`src/rtl/pwr_guard_pkg.sv`:
```
package pwr_guard_pkg;

    localparam int DOM_W = 2;
    localparam int WL_W  = 1 << DOM_W;

    // bit positions inside the policy word
    localparam int POL_ALLOW_USER = 0;
    localparam int POL_ALLOW_NS   = 1;
    localparam int POL_LOCK_SET   = 4;
    localparam int POL_WL_LO      = 8;
    localparam int POL_LOCK_LIST  = 12;
    localparam int POL_LOCK_CFG   = 20;
    localparam int POLICY_W       = POL_LOCK_CFG + 1;

    // bit positions inside the mode register
    localparam int MODE_CTRL_LO = 0;
    localparam int MODE_DOM_LO  = 4;
    localparam int MODE_W       = MODE_DOM_LO + 2;

    typedef struct packed {
        logic            allow_user;
        logic            allow_ns;
        logic            lock_set;
        logic            lock_list;
        logic            lock_cfg;
        logic [WL_W-1:0] whitelist;
    } policy_t;

    typedef struct packed {
        logic [1:0] ctrl;
        logic [1:0] dom;
    } mode_t;

    typedef struct packed {
        logic             user;
        logic             nonsec;
        logic [DOM_W-1:0] domain;
    } attr_t;

    typedef enum logic [1:0] {
        SEL_POLICY = 2'd0,
        SEL_MODE   = 2'd1,
        SEL_PLAIN  = 2'd2
    } sel_e;

    function automatic logic [POLICY_W-1:0] pack_policy(policy_t p);
        logic [POLICY_W-1:0] w;
        w = '0;
        w[POL_ALLOW_USER]         = p.allow_user;
        w[POL_ALLOW_NS]           = p.allow_ns;
        w[POL_LOCK_SET]           = p.lock_set;
        w[POL_WL_LO +: WL_W]      = p.whitelist;
        w[POL_LOCK_LIST]          = p.lock_list;
        w[POL_LOCK_CFG]           = p.lock_cfg;
        return w;
    endfunction

    function automatic policy_t unpack_policy(logic [POLICY_W-1:0] w);
        policy_t p;
        p.allow_user = w[POL_ALLOW_USER];
        p.allow_ns   = w[POL_ALLOW_NS];
        p.lock_set   = w[POL_LOCK_SET];
        p.whitelist  = w[POL_WL_LO +: WL_W];
        p.lock_list  = w[POL_LOCK_LIST];
        p.lock_cfg   = w[POL_LOCK_CFG];
        return p;
    endfunction

    function automatic logic [MODE_W-1:0] pack_mode(mode_t m);
        logic [MODE_W-1:0] w;
        w = '0;
        w[MODE_CTRL_LO +: 2] = m.ctrl;
        w[MODE_DOM_LO +: 2]  = m.dom;
        return w;
    endfunction

    function automatic mode_t unpack_mode(logic [MODE_W-1:0] w);
        mode_t m;
        m.ctrl = w[MODE_CTRL_LO +: 2];
        m.dom  = w[MODE_DOM_LO +: 2];
        return m;
    endfunction

endpackage

```
`src/rtl/pwr_guard_check.sv`:
```
module pwr_guard_check
    import pwr_guard_pkg::*;
(
    input  policy_t policy,
    input  attr_t   attr,
    output logic    grant
);
    logic [WL_W-1:0] dom_hit;
    logic            priv_ok;
    logic            sec_ok;

    // one comparator per domain, reduced to a single whitelist verdict
    for (genvar g = 0; g < WL_W; g++) begin : g_dom
        assign dom_hit[g] = policy.whitelist[g] && (attr.domain == DOM_W'(g));
    end

    assign priv_ok = !attr.user   || policy.allow_user;
    assign sec_ok  = !attr.nonsec || policy.allow_ns;
    assign grant   = priv_ok && sec_ok && (|dom_hit);

endmodule

```
`src/rtl/pwr_guard_policy.sv`:
```
module pwr_guard_policy
    import pwr_guard_pkg::*;
#(
    parameter logic [WL_W-1:0] RST_WHITELIST = '1
) (
    input  logic    clk,
    input  logic    rst,
    input  logic    we,
    input  policy_t wr_val,
    output policy_t policy_q
);
    always_ff @(posedge clk) begin
        if (rst) begin
            policy_q.allow_user <= 1'b0;
            policy_q.allow_ns   <= 1'b0;
            policy_q.lock_set   <= 1'b0;
            policy_q.lock_list  <= 1'b0;
            policy_q.lock_cfg   <= 1'b0;
            policy_q.whitelist  <= RST_WHITELIST;
        end else if (we) begin
            // locks are judged by their value before this write
            if (!policy_q.lock_set) begin
                policy_q.allow_user <= wr_val.allow_user;
                policy_q.allow_ns   <= wr_val.allow_ns;
            end
            if (!policy_q.lock_list) begin
                policy_q.whitelist <= wr_val.whitelist;
            end
            policy_q.lock_set  <= policy_q.lock_set  | wr_val.lock_set;
            policy_q.lock_list <= policy_q.lock_list | wr_val.lock_list;
            policy_q.lock_cfg  <= policy_q.lock_cfg  | wr_val.lock_cfg;
        end
    end

endmodule

```
`src/rtl/pwr_guard_mode.sv`:
```
module pwr_guard_mode
    import pwr_guard_pkg::*;
(
    input  logic  clk,
    input  logic  rst,
    input  logic  we,
    input  logic  cfg_locked,
    input  mode_t wr_val,
    output mode_t mode_q
);
    always_ff @(posedge clk) begin
        if (rst) begin
            mode_q <= '0;
        end else if (we) begin
            if (!cfg_locked) begin
                mode_q.ctrl <= wr_val.ctrl;
            end
            mode_q.dom <= wr_val.dom;
        end
    end

endmodule

```
`src/rtl/pwr_guard_store.sv`:
```
module pwr_guard_store #(
    parameter int AW    = 2,
    parameter int DW    = 32,
    parameter int FIRST = 2
) (
    input  logic          clk,
    input  logic          rst,
    input  logic          we,
    input  logic [AW-1:0] addr,
    input  logic [DW-1:0] wdata,
    output logic [DW-1:0] rdata
);
    localparam int NUM_REGS = (1 << AW) - FIRST;

    logic [DW-1:0] regs [NUM_REGS];

    for (genvar g = 0; g < NUM_REGS; g++) begin : g_reg
        always_ff @(posedge clk) begin
            if (rst) begin
                regs[g] <= '0;
            end else if (we && addr == AW'(g + FIRST)) begin
                regs[g] <= wdata;
            end
        end
    end

    always_comb begin
        rdata = '0;
        for (int i = 0; i < NUM_REGS; i++) begin
            if (addr == AW'(i + FIRST)) rdata = regs[i];
        end
    end

endmodule

```
`src/rtl/pwr_guard.sv`:
```
module pwr_guard
    import pwr_guard_pkg::*;
#(
    parameter int              AW            = 2,
    parameter int              DW            = 32,
    parameter logic [WL_W-1:0] RST_WHITELIST = '1
) (
    input  logic             clk,
    input  logic             rst,
    input  logic             req_valid,
    input  logic             req_write,
    input  logic [AW-1:0]    req_addr,
    input  logic [DW-1:0]    req_wdata,
    input  logic             req_user,
    input  logic             req_nonsec,
    input  logic [DOM_W-1:0] req_domain,
    output logic             rsp_valid,
    output logic             rsp_error,
    output logic [DW-1:0]    rsp_rdata
);
    localparam logic [AW-1:0] ADDR_POLICY = AW'(0);
    localparam logic [AW-1:0] ADDR_MODE   = AW'(1);
    localparam int            FIRST_PLAIN = 2;

    attr_t         attr;
    policy_t       policy_q;
    mode_t         mode_q;
    logic          grant;
    sel_e          sel;
    logic          wr_ok;
    logic [DW-1:0] plain_rdata;
    logic [DW-1:0] rd_mux;

    assign attr = '{user: req_user, nonsec: req_nonsec, domain: req_domain};

    pwr_guard_check i_check (
        .policy (policy_q),
        .attr   (attr),
        .grant  (grant)
    );

    always_comb begin
        if (req_addr == ADDR_POLICY)    sel = SEL_POLICY;
        else if (req_addr == ADDR_MODE) sel = SEL_MODE;
        else                            sel = SEL_PLAIN;
    end

    assign wr_ok = req_valid && req_write && grant;

    pwr_guard_policy #(
        .RST_WHITELIST (RST_WHITELIST)
    ) i_policy (
        .clk      (clk),
        .rst      (rst),
        .we       (wr_ok && sel == SEL_POLICY),
        .wr_val   (unpack_policy(req_wdata[POLICY_W-1:0])),
        .policy_q (policy_q)
    );

    pwr_guard_mode i_mode (
        .clk        (clk),
        .rst        (rst),
        .we         (wr_ok && sel == SEL_MODE),
        .cfg_locked (policy_q.lock_cfg),
        .wr_val     (unpack_mode(req_wdata[MODE_W-1:0])),
        .mode_q     (mode_q)
    );

    pwr_guard_store #(
        .AW    (AW),
        .DW    (DW),
        .FIRST (FIRST_PLAIN)
    ) i_store (
        .clk   (clk),
        .rst   (rst),
        .we    (wr_ok && sel == SEL_PLAIN),
        .addr  (req_addr),
        .wdata (req_wdata),
        .rdata (plain_rdata)
    );

    always_comb begin
        unique case (sel)
            SEL_POLICY: rd_mux = DW'(pack_policy(policy_q));
            SEL_MODE:   rd_mux = DW'(pack_mode(mode_q));
            default:    rd_mux = plain_rdata;
        endcase
    end

    always_ff @(posedge clk) begin
        if (rst) begin
            rsp_valid <= 1'b0;
            rsp_error <= 1'b0;
            rsp_rdata <= '0;
        end else begin
            rsp_valid <= req_valid;
            rsp_error <= req_valid && !grant;
            rsp_rdata <= (req_valid && grant && !req_write) ? rd_mux : '0;
        end
    end

endmodule

```
`config.mk`:
```
export PLATFORM = sky130hd
export DESIGN_NAME = pwr_guard
export DESIGN_NICKNAME = d
export VERILOG_FILES = /design/src/rtl/pwr_guard_pkg.sv /design/src/rtl/pwr_guard_check.sv /design/src/rtl/pwr_guard_policy.sv /design/src/rtl/pwr_guard_mode.sv /design/src/rtl/pwr_guard_store.sv /design/src/rtl/pwr_guard.sv
export SDC_FILE = /design/constraint.sdc
export NUM_CORES = 1
export LEC_CHECK = 0
export ABC_CLOCK_PERIOD_IN_PS = 6170
export BUFFER_PORTS_ARGS = -buffer_cell sky130_fd_sc_hd__buf_2
export CAP_MARGIN = 10
export CELL_PAD_IN_SITES_DETAIL_PLACEMENT = 0
export CELL_PAD_IN_SITES_GLOBAL_PLACEMENT = 1
export CORE_MARGIN = 8
export CORE_UTILIZATION = 28
export CTS_CLUSTER_SIZE = 24
export DETAILED_ROUTE_END_ITERATION = 8
export PLACE_DENSITY_LB_ADDON = 0.1
export SLEW_MARGIN = 0
export SYNTH_ARGS = -nofsm -noshare
export SYNTH_HDL_FRONTEND = slang
export SYNTH_HIERARCHICAL = 1
export SYNTH_SLANG_ARGS = --single-unit
```
`constraint.sdc`:
```
create_clock -name clk -period 6.17 [get_ports clk]
set_input_delay 0.3085 -clock clk [delete_from_list [all_inputs] [get_ports clk]]
set_output_delay 0.3085 -clock clk [all_outputs]
set_load 0.02 [all_outputs]
```
=== Word level (Yosys, flattened, before mapping) ===
Memory sizes are Yosys's and may differ from the RTL's.
Cells that the tools add are included.

* RAM bits: 64
* Output and inout port bits: 34
* Word-level logic and storage cells: 74
* Flip-flop bits (word level): 47
* Bits of input ports: 42
* Memories: 1

{| class="wikitable"
|+ Memory list
! name !! depth !! bits a word !! rd ports !! clocked after Yosys merged registers in !! wr ports !! line !! source
|-
| i_store.regs || 2 || 32 || 2 || 0 || 2 || pwr_guard_store.sv:15 || <nowiki>logic [DW-1:0] regs [NUM_REGS];</nowiki>
|}

* Reductions and logical operators: 30
* Mux-type cells: 15
* Bitwise logic cells: 9
* Equal/unequal tests: 8

{| class="wikitable"
|+ Operator list
! operator !! count
|-
| 32-bit 2-to-1 mux || 4
|-
| 32-bit one-hot mux with 2 select lines || 1
|-
| 1-bit logical AND || 16
|-
| 2-bit == test (second input constant) || 5
|-
| 1-bit 2-to-1 mux || 8
|-
| 2-bit by 1-bit == test with 1-bit output (second input constant) || 3
|-
| 2-bit logical NOT || 3
|-
| 2-bit AND reduction || 3
|-
| 1-bit bitwise OR || 5
|-
| 1-bit logical NOT || 4
|-
| 2-bit 2-to-1 mux || 2
|-
| 1-bit inverter || 4
|-
| 4-bit OR reduction || 1
|-
| 1-bit logical OR || 2
|-
| 2-bit OR reduction || 1
|}

=== Logic depth before layout (Yosys ltp) ===
* Word-level depth: 11
* Mapped depth: 8
* Depth with buffers taken out: 6

=== Hierarchy ===
Netlist, hierarchy kept.

{| class="wikitable"
|+ By module, submodules not included
! module !! cells each !! times used !! sequential area each (µm²) !! area an instance (µm²)
|-
| pwr_guard_store || 217 || 1 || 1921.8 || 3093.0
|-
| pwr_guard || 103 || 1 || 680.7 || 1118.6
|-
| pwr_guard_policy || 37 || 1 || 180.2 || 357.8
|-
| pwr_guard_mode || 15 || 1 || 80.1 || 160.2
|-
| pwr_guard_check || 4 || 1 || 0.0 || 41.3
|}

=== Worst setup path after synthesis ===
OpenSTA, ideal clock, no wires.

* Path type: input to register
* From: in req_domain[0]
* To: mem i_store.regs[0][0] (enable)
* Arrival: 1.796 ns
* Setup time: 0.388 ns
* Path slack: 3.986 ns
* Data required time: 5.782 ns
* Buffers on the path: 0
* Stages: 5
* Cell sequence: mux4_2 > o221a_2 > nand3_1 > nor2_1 > a21o_1

{| class="wikitable"
|+ RTL lines
! element !! line !! source
|-
| start, declared || pwr_guard.sv:16 || <nowiki>input logic [DOM_W-1:0] req_domain,</nowiki>
|-
| end, declared || pwr_guard_store.sv:15 ||
|}

==> results.rst <==
.. list-table::
   :header-rows: 1

   * - Metric
     - Value
   * - Number of distinct library cell variants in the gate-level netlist after synthesis
     - 32
   * - Final count of pins violating max slew
     - 0
   * - Starting density of the core
     - 28.7%
   * - Fill cell count
     - roughly 1700
   * - Worst r2r src
     - i_policy/policy_q[3]$_SDFFE_PP1P_
   * - Launching instance or port of the critical path
     - i_policy/policy_q[3]$_SDFFE_PP1P_
   * - Share of layout cells above drive strength 1
     - between 20 and 25%
   * - Detail Placement HPWL
     - 6.98 mm
   * - Overall via count from detail_route
     - 2933
   * - Cells after Synth
     - roughly 380
   * - Slowest cell on the critical path
     - sky130_fd_sc_hd__nor2b_4
   * - Final setup slack of the worst path
     - roughly 3.5 ns
   * - Highest-count cells in the layout ignoring fill and taps
     - sky130_fd_sc_hd__and3_1, sky130_fd_sc_hd__buf_2, sky130_fd_sc_hd__edfxtp_1
   * - Number of input and output port buffers inserted
     - 75
   * - CTS Buf Count
     - 9
   * - Horizontal die dimension
     - 147 microns
   * - Power per cell area
     - 266 mW/mm^2
   * - Commonest non-fill, non-tap cell in the layout
     - sky130_fd_sc_hd__and3_1
   * - Critical register-to-register path endpoint
     - i_store/regs[0][14]$_SDFFCE_PN0P_
   * - Global placer's final weighted congestion
     - around 0.7
   * - Register clock-pin slew on the reported worst setup and hold paths
     - 0.07 ns
   * - Clock root buffer
     - sky130_fd_sc_hd__clkbuf_16
   * - Reg2reg path depth
     - 6
   * - GRT overflow
     - 0
   * - Total number of H-tree levels
     - 3
   * - Synthesized area divided by synthesized cell count
     - ~13 sq um
   * - Worst stage delay on the critical path
     - ~0.98 ns
   * - Overall die height
     - 147 microns
   * - CTS-repair resized insts
     - 0
   * - Crit share post-route
     - 42.7%
   * - Die Area
     - approximately 0.021 sq mm
   * - Aggregate routed wire length
     - between 10 and 15 mm
   * - Rel. slew slack
     - 21.6%
   * - First-pass GRT wire length
     - between 15 and 20 mm
   * - Hold Crit Depth
     - 3
   * - Shortest period the worst path allows
     - about 2.6 ns
   * - Leakage
     - 2.49 nW
   * - Clk buf depth
     - 2
   * - Number of antenna cells inserted
     - 0
   * - WP data required
     - 6.38 ns
   * - Number of standard cells in the layout, taps in and fillers out
     - 661
   * - Core Area
     - ~0.017 sq mm
   * - Placed insts
     - between 600 and 700
   * - Library cell occupying the most area in the post-synthesis netlist
     - sky130_fd_sc_hd__edfxtp_1
   * - Unrepaired setup endpoints after global routing
     - no
   * - Crit Path Class
     - reg2reg
   * - Outcome
     - finished clean
   * - Critical-path maximum fanout
     - between 60 and 70
   * - Initial DRT Pass Iterations
     - 4
   * - Final hold vios
     - 0
   * - Max Clock Skew
     - approximately 0.0057 ns
   * - Number of top-level pins
     - 76
   * - Critical path endpoint category
     - flop
   * - Final count of negative-setup-slack endpoints
     - 0
   * - Syn Std Cell Area
     - 0.00477 sq mm
   * - Synthesized Nets
     - 418
   * - Worst setup slack after placement
     - 3.29 ns
   * - Clock Latency Late Sink
     - between 0.3 and 0.4 ns
   * - Number of design rule violations left after detail routing
     - 0
   * - Synthesized flop and latch total
     - between 100 and 150
   * - Number of clock sinks
     - 111
   * - Routed length per instance
     - between 15 and 20 microns
   * - Largest net degree at the start of global routing
     - 77
   * - # rows
     - 47
   * - Worst min-delay path category
     - in2reg
   * - Worst Setup Start Kind
     - flop
   * - Count of nets after finishing
     - between 400 and 500
   * - Clock tree from TritonCTS
     - yes
   * - Relative area change from synthesis to final layout
     - 14.8%
   * - Layout Utilization
     - 32.9%
   * - Antenna violations before repair
     - 0
   * - Via count of the first global-routing pass
     - 3109
   * - Portion of synthesized cell area occupied by the leading cell type
     - around two fifths
   * - IR Drop Worst-Case VDD
     - approximately 0.00013 V
   * - Vias per cell
     - about 4.4
   * - Max Clock Freq
     - roughly 380 MHz
   * - Starting DRT DRC Count
     - 139
   * - CP Data Arrival Time
     - 2.85 ns
   * - Post-CTS setup buffers
     - 0
   * - Worst R2R Setup Slack
     - 3.53 ns
   * - Largest cells by area after synthesis
     - sky130_fd_sc_hd__edfxtp_1, sky130_fd_sc_hd__dfxtp_1, sky130_fd_sc_hd__and3_1
   * - Termination of the worst setup path
     - i_store/regs[0][14]$_SDFFCE_PN0P_
   * - Global routing usage summed across all routing layers
     - 10.7%
   * - Sequential share of the synthesized area
     - around 60%
   * - DRT antenna net count
     - 0
   * - Reported max-cap violation count
     - 0
   * - Number of hold-repair buffers added at the cts stage
     - 0
   * - Sum Neg Setup Slack
     - 0 ns
   * - Syn. warnings
     - 6
   * - Cell-by-cell listing of the critical path
     - mux4_2 -> o221a_2 -> nand3_1 -> nor2_1 -> nor2b_4 -> and3_1
   * - Pin slew with the least headroom to its limit
     - around 1.2 ns
==> kinds of logic (layout without fill, tap and decap cells) <==
logic type      Yosys count  after routing  synth area share (%)
simple gates            170            170                  22.6
flops                   111            111                  60.0
mux                      42             42                  9.07
buf+inv                  33             98                  5.74
compound gates           20             20                  2.57
==> how the worst min path moves through the flow <==
stage / start / to
final: req_wdata[12] / i_policy/policy_q[5]$_SDFFE_PP0P_
after global routing: req_wdata[12] / i_policy/policy_q[5]$_SDFFE_PP0P_
after CTS: req_wdata[12] / i_policy/policy_q[5]$_SDFFE_PP0P_
after detailed placement: i_mode/mode_q[2]$_SDFFE_PP0P_ / i_mode/mode_q[2]$_SDFFE_PP0P_
after global placement: i_mode/mode_q[2]$_SDFFE_PP0P_ / i_mode/mode_q[2]$_SDFFE_PP0P_
after floorplan: rst / i_mode/mode_q[0]$_SDFFE_PP0P_
==> cell usage after synthesis, drive strengths merged <==
cell type / instances
nor2b: 41
mux2i: 41
and4bb: 1
dfxtp: 47
a211oi: 3
and2b: 1
nand2: 7
nor3b: 1
clkbuf: 7
nor3: 1
nand3b: 1
o221a: 1
and3: 86
or3b: 6
nand3: 1
a21o: 2
a21oi: 10
mux4: 1
inv: 3
nand4bb: 5
and2: 1
o21ai: 4
nand2b: 4
buf: 23
nor2: 14
edfxtp: 64
==> metal layers <==
layer  part of all wire (%)  global-route usage [%]  up-vias  wire length [microns]
met2                     46                    17.2       51                   5140
li1                       -                       -     1466                      -
met4                    1.9                    5.10        0                    210
met3                    3.4                    2.47       11                    379
met5                      0                       0        -                      0
met1                     49                    13.4     1405                   5520
==> layout make-up <==
cell class	count	area, sq um	share of cell area, %
Sequential cell	111	2860	52.3
Multi-Input combinational cell	232	1640	29.9
Timing Repair Buffer	79	405	7.40
Clock buffer	16	282	5.14
Tap cell	220	275	5.03
Inverter	3	11.3	0.206
==> per-stage QoR <==
stage	instance area [sq um]	total power, mW	hold slack, ns
2_1_floorplan	4770	0.879	0.381
5_1_grt	5480	1.52	0.241
4_1_cts	5480	1.49	0.217
3_5_place_dp	5190	0.913	0.456
3_3_place_gp	5190	0.912	0.457
6_report	5480	1.46	0.235
==> registers in the layout (all words and copies together), names as in the netlist <==
name,flops
i_mode/mode_q,4
i_policy/policy_q,9
i_store/regs,64
rsp_error,1
rsp_valid,1
rsp_rdata,32
==> critical path: cells and delay by family (launching register included) <==
kind | cells | cell delay [ns]
multiplexers | 1 | 0.25
AND/OR/NAND/NOR | 4 | 1.64
flip-flops | 1 | 0.38
AO/OA/AOI/OAI | 1 | 0.21
==> power breakdown <==
group	switching, mW	internal [mW]	total (mW)
clock network	0.255	0.309	0.563
registers	0.00503	0.798	0.803
logic	0.0560	0.0342	0.0901
total	0.316	1.14	1.46
No activity file was read; power rests on OpenSTA's default activity.
